--- src/rtl/pwm2_pkg.sv ---
// Shared constants and register-layout helpers for the two-channel pulse
// generator. Assumes a 32-bit data word and two channels whose control
// fields are packed into one word at the positions below.
package pwm2_pkg;
    localparam int NUM_CH  = 2;
    localparam int NUM_SRC = 4;
    localparam int CNT_W   = 16;
    localparam int DIV_W   = 7;
    localparam int SEL_W   = 2;
    localparam int DATA_W  = 32;
    localparam int ADDR_W  = 4;

    // Bit position of channel c's run bit in the control word.
    function automatic int run_bit(input int c);
        return c;
    endfunction

    // Lowest bit of channel c's source-select field.
    function automatic int sel_lsb(input int c);
        return 4 + SEL_W * c;
    endfunction

    // Lowest bit of channel c's divider field.
    function automatic int div_lsb(input int c);
        return 8 + 8 * c;
    endfunction

    // Bit position of channel c's gate bit.
    function automatic int gate_bit(input int c);
        return 15 + 8 * c;
    endfunction
endpackage

--- src/rtl/pwm2_regs.sv ---
// Register file: one count word per channel and one shared control word.
// Word index = addr[ADDR_W-1:2]; the low two address bits are ignored.
// Assumes NCH count words at indices 0..NCH-1 and the control word at NCH.
module pwm2_regs
    import pwm2_pkg::*;
#(
    parameter int AW  = ADDR_W,
    parameter int NCH = NUM_CH,
    parameter int CW  = CNT_W,
    parameter int DW  = DIV_W,
    parameter int SW  = SEL_W
) (
    input  logic                    clk,
    input  logic                    rst_n,
    input  logic                    wr_en,
    input  logic [AW-1:0]           addr,
    input  logic [DATA_W-1:0]       wdata,
    output logic [DATA_W-1:0]       rdata,
    output logic [NCH-1:0]          run_en,
    output logic [NCH-1:0]          gate_en,
    output logic [NCH-1:0][SW-1:0]  src_sel,
    output logic [NCH-1:0][DW-1:0]  div_val,
    output logic [NCH-1:0][CW-1:0]  hi_cnt,
    output logic [NCH-1:0][CW-1:0]  lo_cnt
);
    localparam int IDX_W = AW - 2;
    localparam logic [IDX_W-1:0] CTRL_IDX = IDX_W'(NCH);

    logic [IDX_W-1:0] word_idx;
    logic             unused_lsb;

    assign word_idx   = addr[AW-1:2];
    assign unused_lsb = ^addr[1:0];

    // Capture writes into count words and the control fields.
    always_ff @(posedge clk) begin
        if (!rst_n) begin
            run_en  <= '0;
            gate_en <= '0;
            src_sel <= '0;
            div_val <= '0;
            hi_cnt  <= '0;
            lo_cnt  <= '0;
        end else if (wr_en) begin
            for (int c = 0; c < NCH; c++) begin
                if (word_idx == IDX_W'(c)) begin
                    hi_cnt[c] <= wdata[2*CW-1:CW];
                    lo_cnt[c] <= wdata[CW-1:0];
                end
                if (word_idx == CTRL_IDX) begin
                    run_en[c]  <= wdata[run_bit(c)];
                    gate_en[c] <= wdata[gate_bit(c)];
                    src_sel[c] <= wdata[sel_lsb(c) +: SW];
                    div_val[c] <= wdata[div_lsb(c) +: DW];
                end
            end
        end
    end

    // Assemble the read word for the addressed register.
    always_comb begin
        rdata = '0;
        for (int c = 0; c < NCH; c++) begin
            if (word_idx == IDX_W'(c)) begin
                rdata[2*CW-1:CW] = hi_cnt[c];
                rdata[CW-1:0]    = lo_cnt[c];
            end
            if (word_idx == CTRL_IDX) begin
                rdata[run_bit(c)]           = run_en[c];
                rdata[gate_bit(c)]          = gate_en[c];
                rdata[sel_lsb(c) +: SW]     = src_sel[c];
                rdata[div_lsb(c) +: DW]     = div_val[c];
            end
        end
    end
endmodule

--- src/rtl/pwm2_prescale.sv ---
// Per-channel time base: selects one of NSRC tick inputs, gates it and
// divides it by div+1. Output tick is a one-cycle pulse, combinational
// from the selected source. Assumes source ticks are clock enables.
module pwm2_prescale
    import pwm2_pkg::*;
#(
    parameter int NSRC = NUM_SRC,
    parameter int SW   = SEL_W,
    parameter int DW   = DIV_W
) (
    input  logic            clk,
    input  logic            rst_n,
    input  logic            gate,
    input  logic [SW-1:0]   sel,
    input  logic [DW-1:0]   div,
    input  logic [NSRC-1:0] src_tick,
    output logic            tick
);
    logic          src_hit;
    logic [DW-1:0] div_cnt;

    assign src_hit = src_tick[sel];
    assign tick    = gate && src_hit && (div_cnt >= div);

    // Count selected source ticks; wrap when the divider limit is reached.
    always_ff @(posedge clk) begin
        if (!rst_n || !gate) begin
            div_cnt <= '0;
        end else if (src_hit) begin
            div_cnt <= (div_cnt >= div) ? '0 : div_cnt + DW'(1);
        end
    end


    tick_wrap_chk: assert property (@(posedge clk) disable iff (!rst_n)
        tick |=> (div_cnt == '0));
endmodule

--- src/rtl/pwm2_chan.sv ---
// Phase counter for one channel: high for hi ticks, then low for
// max(lo,1) ticks, repeating. Counts are latched at start and at each
// period boundary. Assumes tick is a single-cycle enable.
module pwm2_chan
    import pwm2_pkg::*;
#(
    parameter int CW = CNT_W
) (
    input  logic          clk,
    input  logic          rst_n,
    input  logic          en,
    input  logic          tick,
    input  logic [CW-1:0] hi_cfg,
    input  logic [CW-1:0] lo_cfg,
    output logic          out
);
    localparam logic [CW:0] ONE = (CW+1)'(1);

    logic          running;
    logic          in_high;
    logic [CW-1:0] cnt;
    logic [CW-1:0] hi_q;
    logic [CW-1:0] lo_q;
    logic [CW-1:0] lo_eff;
    logic          high_done;
    logic          low_done;

    assign lo_eff    = (lo_q == '0) ? CW'(1) : lo_q;
    assign high_done = (({1'b0, cnt} + ONE) == {1'b0, hi_q});
    assign low_done  = (({1'b0, cnt} + ONE) == {1'b0, lo_eff});
    assign out       = running && en && in_high;

    // Start, advance and reload the phase counter.
    always_ff @(posedge clk) begin
        if (!rst_n) begin
            running <= 1'b0;
            in_high <= 1'b0;
            cnt     <= '0;
            hi_q    <= '0;
            lo_q    <= '0;
        end else if (!en) begin
            running <= 1'b0;
            in_high <= 1'b0;
            cnt     <= '0;
        end else if (!running) begin
            running <= 1'b1;
            hi_q    <= hi_cfg;
            lo_q    <= lo_cfg;
            in_high <= (hi_cfg != '0);
            cnt     <= '0;
        end else if (tick) begin
            if (in_high) begin
                if (high_done) begin
                    in_high <= 1'b0;
                    cnt     <= '0;
                end else begin
                    cnt <= cnt + CW'(1);
                end
            end else if (low_done) begin
                hi_q    <= hi_cfg;
                lo_q    <= lo_cfg;
                in_high <= (hi_cfg != '0);
                cnt     <= '0;
            end else begin
                cnt <= cnt + CW'(1);
            end
        end
    end


    high_bound_chk: assert property (@(posedge clk) disable iff (!rst_n)
        (running && in_high) |-> (cnt < hi_q));

    boundary_reload_chk: assert property (@(posedge clk) disable iff (!rst_n)
        (running && en && tick && !in_high && low_done)
            |=> ((hi_q == $past(hi_cfg)) && (lo_q == $past(lo_cfg))));

    idle_hold_chk: assert property (@(posedge clk) disable iff (!rst_n)
        (running && en && !tick) |=> $stable(cnt));

    zero_high_chk: assert property (@(posedge clk) disable iff (!rst_n)
        (running && (hi_q == '0)) |-> !in_high);
endmodule

--- src/rtl/pwm2_gen.sv ---
// Top: register file plus one prescaler and one phase counter per
// channel. Assumes all inputs are synchronous to clk.
module pwm2_gen
    import pwm2_pkg::*;
(
    input  logic               clk,
    input  logic               rst_n,
    input  logic               bus_wr,
    input  logic [ADDR_W-1:0]  bus_addr,
    input  logic [DATA_W-1:0]  bus_wdata,
    output logic [DATA_W-1:0]  bus_rdata,
    input  logic [NUM_SRC-1:0] src_tick,
    output logic [NUM_CH-1:0]  pwm_out
);
    logic [NUM_CH-1:0]            run_en;
    logic [NUM_CH-1:0]            gate_en;
    logic [NUM_CH-1:0][SEL_W-1:0] src_sel;
    logic [NUM_CH-1:0][DIV_W-1:0] div_val;
    logic [NUM_CH-1:0][CNT_W-1:0] hi_cnt;
    logic [NUM_CH-1:0][CNT_W-1:0] lo_cnt;
    logic [NUM_CH-1:0]            ch_tick;

    pwm2_regs u_regs (
        .clk     (clk),
        .rst_n   (rst_n),
        .wr_en   (bus_wr),
        .addr    (bus_addr),
        .wdata   (bus_wdata),
        .rdata   (bus_rdata),
        .run_en  (run_en),
        .gate_en (gate_en),
        .src_sel (src_sel),
        .div_val (div_val),
        .hi_cnt  (hi_cnt),
        .lo_cnt  (lo_cnt)
    );

    for (genvar g = 0; g < NUM_CH; g++) begin : g_ch
        pwm2_prescale u_pre (
            .clk      (clk),
            .rst_n    (rst_n),
            .gate     (gate_en[g]),
            .sel      (src_sel[g]),
            .div      (div_val[g]),
            .src_tick (src_tick),
            .tick     (ch_tick[g])
        );

        pwm2_chan u_chan (
            .clk    (clk),
            .rst_n  (rst_n),
            .en     (run_en[g]),
            .tick   (ch_tick[g]),
            .hi_cfg (hi_cnt[g]),
            .lo_cfg (lo_cnt[g]),
            .out    (pwm_out[g])
        );


        off_low_chk: assert property (@(posedge clk) disable iff (!rst_n)
            !run_en[g] |-> !pwm_out[g]);
    end
endmodule

--- config.mk ---
export PLATFORM = sky130hd
export DESIGN_NAME = pwm2_gen
export DESIGN_NICKNAME = d
export VERILOG_FILES = /design/src/rtl/pwm2_pkg.sv /design/src/rtl/pwm2_regs.sv /design/src/rtl/pwm2_prescale.sv /design/src/rtl/pwm2_chan.sv /design/src/rtl/pwm2_gen.sv
export SDC_FILE = /design/constraint.sdc
export NUM_CORES = 1
export LEC_CHECK = 0
export ABC_CLOCK_PERIOD_IN_PS = 2600
export BUFFER_PORTS_ARGS = -buffer_cell sky130_fd_sc_hd__buf_4
export CAP_MARGIN = 30
export CORE_ASPECT_RATIO = 1.1
export CORE_UTILIZATION = 50
export DETAILED_ROUTE_END_ITERATION = 7
export PLACE_DENSITY = 0.82
export SYNTH_ARGS = -nofsm -noshare
export SYNTH_HDL_FRONTEND = slang
export SYNTH_SLANG_ARGS = --single-unit
--- constraint.sdc ---
create_clock -name clk -period 2.6 [get_ports clk]
set_input_delay 0.13 -clock clk [delete_from_list [all_inputs] [get_ports clk]]
set_output_delay 0.13 -clock clk [all_outputs]
set_load 0.01 [all_outputs]
# Word-level counts from Yosys, hierarchy flattened
# Cells that the tools add are included.
totals:
  register_bits: 200
  wordCells: 121
op_classes:
  n_reduce_logical: 27
  n_eq_ne: 12
  add_sub_neg: 6
  n_mux: 50
  magnitude_cmp: 4
op_table:
  columns: ["op", "n"]
  rows:
  - ["2-to-1 mux 16 bit", 24]
  - ["== test 17 x 16 -> 1 bit", 4]
  - ["2-to-1 mux 32 bit", 2]
  - ["adder 16 x 1 -> 17 bit, second input constant", 2]
  - ["adder 16 x 1 -> 16 bit, second input constant", 2]
  - ["zero test 16 bit", 2]
  - ["nonzero test 16 bit", 2]
  - ["2-to-1 mux 1 bit", 16]
  - ["2-to-1 mux 8 bit", 2]
  - ["adder 7 x 1 -> 7 bit, second input constant", 2]
  - ["greater-or-equal comparator 7 bit", 2]
  - ["2-to-1 mux 7 bit", 2]
  - ["AND reduction 2 bit", 5]
  - ["logical AND 1 bit", 8]
  - ["!= test 2 bit, second input constant", 4]
  - ["AND reduction 4 bit", 2]
  - ["less-than comparator 2 x 3 -> 1 bit, second input constant", 2]
  - ["AND reduction 3 bit", 2]
  - ["binary-select mux 1 bit (select 2 bit)", 2]
  - ["2-to-1 mux 2 bit", 2]
  - ["!= test 2 x 1 -> 1 bit, second input constant", 2]
  - ["zero test 1 bit", 3]
  - ["== test 2 x 1 -> 1 bit, second input constant", 1]
  - ["== test 2 bit, second input constant", 1]
  - ["other kinds (2)", 3]

# Logic depth before layout (Yosys ltp)
depth:
  word_depth: 7
  ltp_mapped: 13
  ltp_nobuf: 11

# Hierarchy
# From an unflattened synthesis, not the netlist that was laid out.
hier_totals:
  cells_unflattened: 1355
  area_unflattened_um2: 12035.3
modules_own_cells:
  columns: ["mod", "area_each_um2", "cells_each", "n_inst"]
  rows:
  - ["pwm2_chan", 3544.6, 426, 2]
  - ["pwm2_regs", 3882.5, 391, 1]
  - ["pwm2_prescale", 531.8, 56, 2]

# Worst setup path before layout
# No wires, ideal clock.
synth_path:
  path_kind: "register -> register"
  startpoint: "register g_ch[0].u_chan.cnt[1]"
  endpoint: "register g_ch[0].u_chan.hi_q[0]"
  period_less_slack_ns: 2.830
  path_buffers: 3
  slack_ns: -0.230
  path_stages_with_launch: 14
  arrival_time_ns: 2.714
  cell_sequence: "dfxtp_1 -> ha_1 -> buf_2 -> nand3_1 -> nor3_1 -> xnor2_1 -> o2111a_1 -> nand4b_1 -> o41ai_2 -> and2_1 -> buf_4 -> buf_6 -> mux2i_1 -> nor2b_1"
synth_between:
  elab_chain_len: 4
synth_lines:
  columns: ["element", "line", "text"]
  rows:
  - ["from (decl)", "pwm2_chan.sv:21", "logic [CW-1:0] cnt;"]
  - ["from (signal assigned)", "pwm2_chan.sv:57", "cnt <= cnt + CW'(1);"]
  - ["from (signal assigned)", "pwm2_chan.sv:65", "cnt <= cnt + CW'(1);"]
  - ["adder 16 x 1 -> 17 bit", "pwm2_chan.sv:30", "assign low_done = (({1'b0, cnt} + ONE) == {1'b0, lo_eff});"]
  - ["== test 17 x 16 -> 1 bit", "pwm2_chan.sv:30", null]
  - ["!= test 2 bit (no line)", null, null]
  - ["AND reduction 4 bit (no line)", null, null]
  - ["to (signal assigned)", "pwm2_chan.sv:47", "hi_q <= hi_cfg;"]
  - ["to (signal assigned)", "pwm2_chan.sv:60", "hi_q <= hi_cfg;"]
  - ["to (decl)", "pwm2_chan.sv:22", "logic [CW-1:0] hi_q;"]
# No other way between the ends.
# A chain may end at the register's enable or synchronous reset.

# Final worst setup path
layout_path:
  startpoint: "register g_ch[0].u_chan.cnt[1]"
  endpoint: "register g_ch[0].u_chan.lo_q[10]"
layout_between:
  elab_chain_len: 4
layout_lines:
  columns: ["element", "line", "text"]
  rows:
  - ["adder 16 x 1 -> 17 bit", "pwm2_chan.sv:30", null]
  - ["== test 17 x 16 -> 1 bit", "pwm2_chan.sv:30", null]
  - ["!= test 2 bit (no line)", null, null]
  - ["AND reduction 4 bit (no line)", null, null]
  - ["to (signal assigned)", "pwm2_chan.sv:48", "lo_q <= lo_cfg;"]
  - ["to (signal assigned)", "pwm2_chan.sv:61", "lo_q <= lo_cfg;"]
  - ["to (decl)", "pwm2_chan.sv:23", "logic [CW-1:0] lo_q;"]
# No other way between the ends.

==> impl_metrics.tcl <==
set metrics [dict create \
    totalWireLength_mm 39.8 \
    utilization_pct 70.2 \
    drcViolationCount 0 \
    critPathTopFamily "simple AND/OR/NAND/NOR gates" \
    cp_slowest_stage_delay_ns 0.38 \
    min_period_ns 2.91 \
    core-area_mm2 0.0216 \
    p_int_uw 4640 \
    start_kind "register" \
    power.switching_uw 1760 \
    tightest_slew_ns 0.830 \
    dieHeight_um 159 \
    dpl.hpwl_mm 24.3 \
    syn_inst 1376 \
    num_rows 56 \
    synth_top_cells_by_area "dfxtp_1, nand2_1, mux2i_1" \
    relSlewSlack_pct 44.4 \
    start_util_pct 51.7 \
    num_io_pins 77 \
    layout_commonest_cell "nand2_1" \
    dieArea_mm2 0.0229 \
    cap_violations 0 \
    wl_per_cell_um 20.8 \
    fin_nets 1675 \
    grt_max_degree 99 \
    grt_pass1_wl_mm 57.2 \
    ys.flop_type "dfxtp_1" \
    cp_cell_sequence "ha_4 > and3_4 > and4_4 > nand3b_1 > o211ai_1 > o2111ai_4 > o41ai_4 > and2_4 > clkbuf_16 > mux2i_1 > nor2b_1" \
    yosys_register_bits 200 \
    grt_pass1_vias 11200 \
    post-place-ws_ns -0.489 \
    path_clk_slew_ns 0.08 \
    cts-htree-levels 4 \
    p_sw_share_pct 27.5 \
    power_frac_seq_pct 49.3 \
    synth_seq_area_share_pct 35.9 \
    drive_gt1_share_pct 29.6 \
    synth_top_area_cell "dfxtp_1" \
    fp.dieW_um 144 \
    power_frac_comb_pct 9.0 \
    synth_top_area_share_pct 35.9 \
    num_vias 11800 \
    synth_warnings 0 \
    drtPass1Iterations 6 \
    endpoint_kind "register" \
    violations "setup timing" \
    cp_max_fo 7 \
    clkPwrFrac_pct 41.7 \
    synth_edf_count 0 \
    clock_latency_ns 0.45 \
    via_per_inst 6.17 \
    slowest_stage "dfxtp_4" \
    fillers 1490 \
    synth_nets 1437 \
    post-route-period-util_pct 112 \
    power_density_mw_per_mm2 423 \
    arrival_ns 3.26 \
    synth_cell_types 81 \
    synthArstFlopShare_pct 0 \
    dr.first_iter.drc_count 1095 \
    hold_viol_final 0 \
    portBuffers 74 \
    area_growth_pct 35.9 \
    syn_area_mm2 0.0112 \
    gp_congestion 0.984 \
    ant_nets 0 \
    hold_class "in2reg" \
    worstSetupPathType "reg2reg" \
    crit_required_ns 2.94 \
    numCtsBuffers 17 \
    root_buffer "clkbuf_16" \
    p_leak_uw 0.00581 \
    final.setup.worst_slack_ns -0.314 \
    antenna_found_initial 0 \
    worst_ir_drop_vdd_mv 0.348 \
    fmax_mhz 343 \
    final_cell_mix "nand2_1, buf_4, dfxtp_1, a21boi_0, mux2i_1" \
    insertedDiodeCount 0 \
    cts_tree "done" \
    drv_slew 0 \
    cts_sinks 200 \
    grt_use_total_pct 32.4 \
    syn_avg_cell_area_um2 8.10 \
    finClkSkew_ns 0.0148 \
    crit_buf_inv 1 \
    setup_viol_count_final 98 \
    status "finished with violations" \
    rsz0062_at_grt "true" \
    grt_overflow 0 \
    cts_max_path_buffers 2 \
]
## Yosys cell counts, types with 7 or more instances
master	n
o21ai_0	58
o211ai_1	8
and2_1	9
dfxtp_1	200
nor2b_1	42
o21ai_1	33
and3_1	13
clkbuf_1	57
a31oi_1	7
nor2_1	53
mux2i_1	72
inv_1	26
a21oi_1	35
buf_4	11
nand2b_1	7
a21boi_0	88
nor3_1	13
buf_2	22
nor4_1	16
xor2_1	31
nand2_1	285
nand4_1	25
ha_1	18
xnor2_1	47
nand3_1	72
## power by group through the flow
stage                     combinational (µW)  clock [µW]  sequential, µW
after floorplan                          286           0            3210
after global placement                   456           0            3230
after detailed placement                 465           0            3230
after CTS                                541        2680            3160
after global routing                     608        2790            3160
final                                    577        2670            3160
## path summary, 6_finish.rpt
kind,cells after the start,start,to,slack (ns)
worst min register to register,2,g_ch[0].u_chan.cnt[10],g_ch[0].u_chan.cnt[10],0.49
worst max-delay path,11,g_ch[0].u_chan.cnt[1],g_ch[0].u_chan.lo_q[10],-0.31
worst min-delay path,2,rst_n,u_regs.lo_cnt[21],0.09
worst max register to register,11,g_ch[0].u_chan.cnt[1],g_ch[0].u_chan.lo_q[10],-0.31
## worst reg2reg max path: stages, from the launching register on
cell	delay [ns]
dfxtp_4	0.38
ha_4	0.20
and3_4	0.23
and4_4	0.25
nand3b_1	0.12
o211ai_1	0.23
o2111ai_4	0.26
o41ai_4	0.31
and2_4	0.33
clkbuf_16	0.20
mux2i_1	0.23
nor2b_1	0.08
## state kept, by name, indices dropped and copies added (netlist names)
| name | count |
|---|---|
| g_ch.u_chan.lo_q | 32 |
| u_regs.run_en | 2 |
| g_ch.u_pre.div_cnt | 14 |
| u_regs.src_sel | 4 |
| g_ch.u_chan.running | 2 |
| u_regs.div_val | 14 |
| g_ch.u_chan.hi_q | 32 |
| u_regs.gate_en | 2 |
| u_regs.lo_cnt | 32 |
| u_regs.hi_cnt | 32 |
| g_ch.u_chan.in_high | 2 |
| g_ch.u_chan.cnt | 32 |
## per-stage QoR
| stage | TNS, ns | hold WS, ns | std cells | power, µW | instance area (µm²) |
|---|---|---|---|---|---|
| 2_1_floorplan | -0.122 | 0.275 | 1376 | 3500 | 11300 |
| 3_3_place_gp | -15.76 | 0.402 | 1793 | 3690 | 12900 |
| 3_5_place_dp | -21.49 | 0.409 | 1793 | 3700 | 12900 |
| 4_1_cts | -6.69 | 0.0790 | 1899 | 6380 | 14600 |
| 5_1_grt | -26.44 | 0.0929 | 1916 | 6560 | 15200 |
| 6_report | -18.13 | 0.0892 | 1916 | 6400 | 15200 |
## routing by layer
layer / global-route usage [%] / vias up / wire length (µm)
li1: - / 5258 / -
met1: 36.6 / 5532 / 14300
met2: 54.9 / 767 / 19000
met3: 5.08 / 268 / 3270
met4: 24.3 / 0 / 3260
met5: 0 / - / 0
## repair_timing
| action | in CTS | in global routing |
|---|---|---|
| pin swaps | 58 | 50 |
| resized for setup | 91 | 114 |
| setup endpoints to repair | 95 | 98 |
| cloned | 6 | 3 |
| hold endpoints to repair | 82 | 0 |
| setup buffers | 41 | 18 |
| hold buffers | 32 | 0 |
## final cells by class
class	instances	area, µm²	area share, %
Clock buffer	17	425	2.81
Clock inverter	14	161	1.07
Inverter	26	97.6	0.644
Multi-Input combinational cell	1047	7250	47.8
Sequential cell	200	4050	26.8
Tap cell	290	363	2.39
Timing Repair Buffer	322	2800	18.5
## logic make-up after synthesis
| logic type | count (synthesis) | synth area share [%] |
|---|---|---|
| AND/OR/NAND/NOR | 589 | 25.9 |
| flip-flops | 200 | 35.9 |
| AO/OA/AOI/OAI | 280 | 16.7 |
| buffers and inverters | 129 | 5.37 |
| XOR/XNOR | 81 | 6.74 |
| adder cells (fa/ha/maj) | 18 | 2.02 |
| multiplexers | 79 | 7.37 |
No activity file was read; power rests on OpenSTA's default activity.
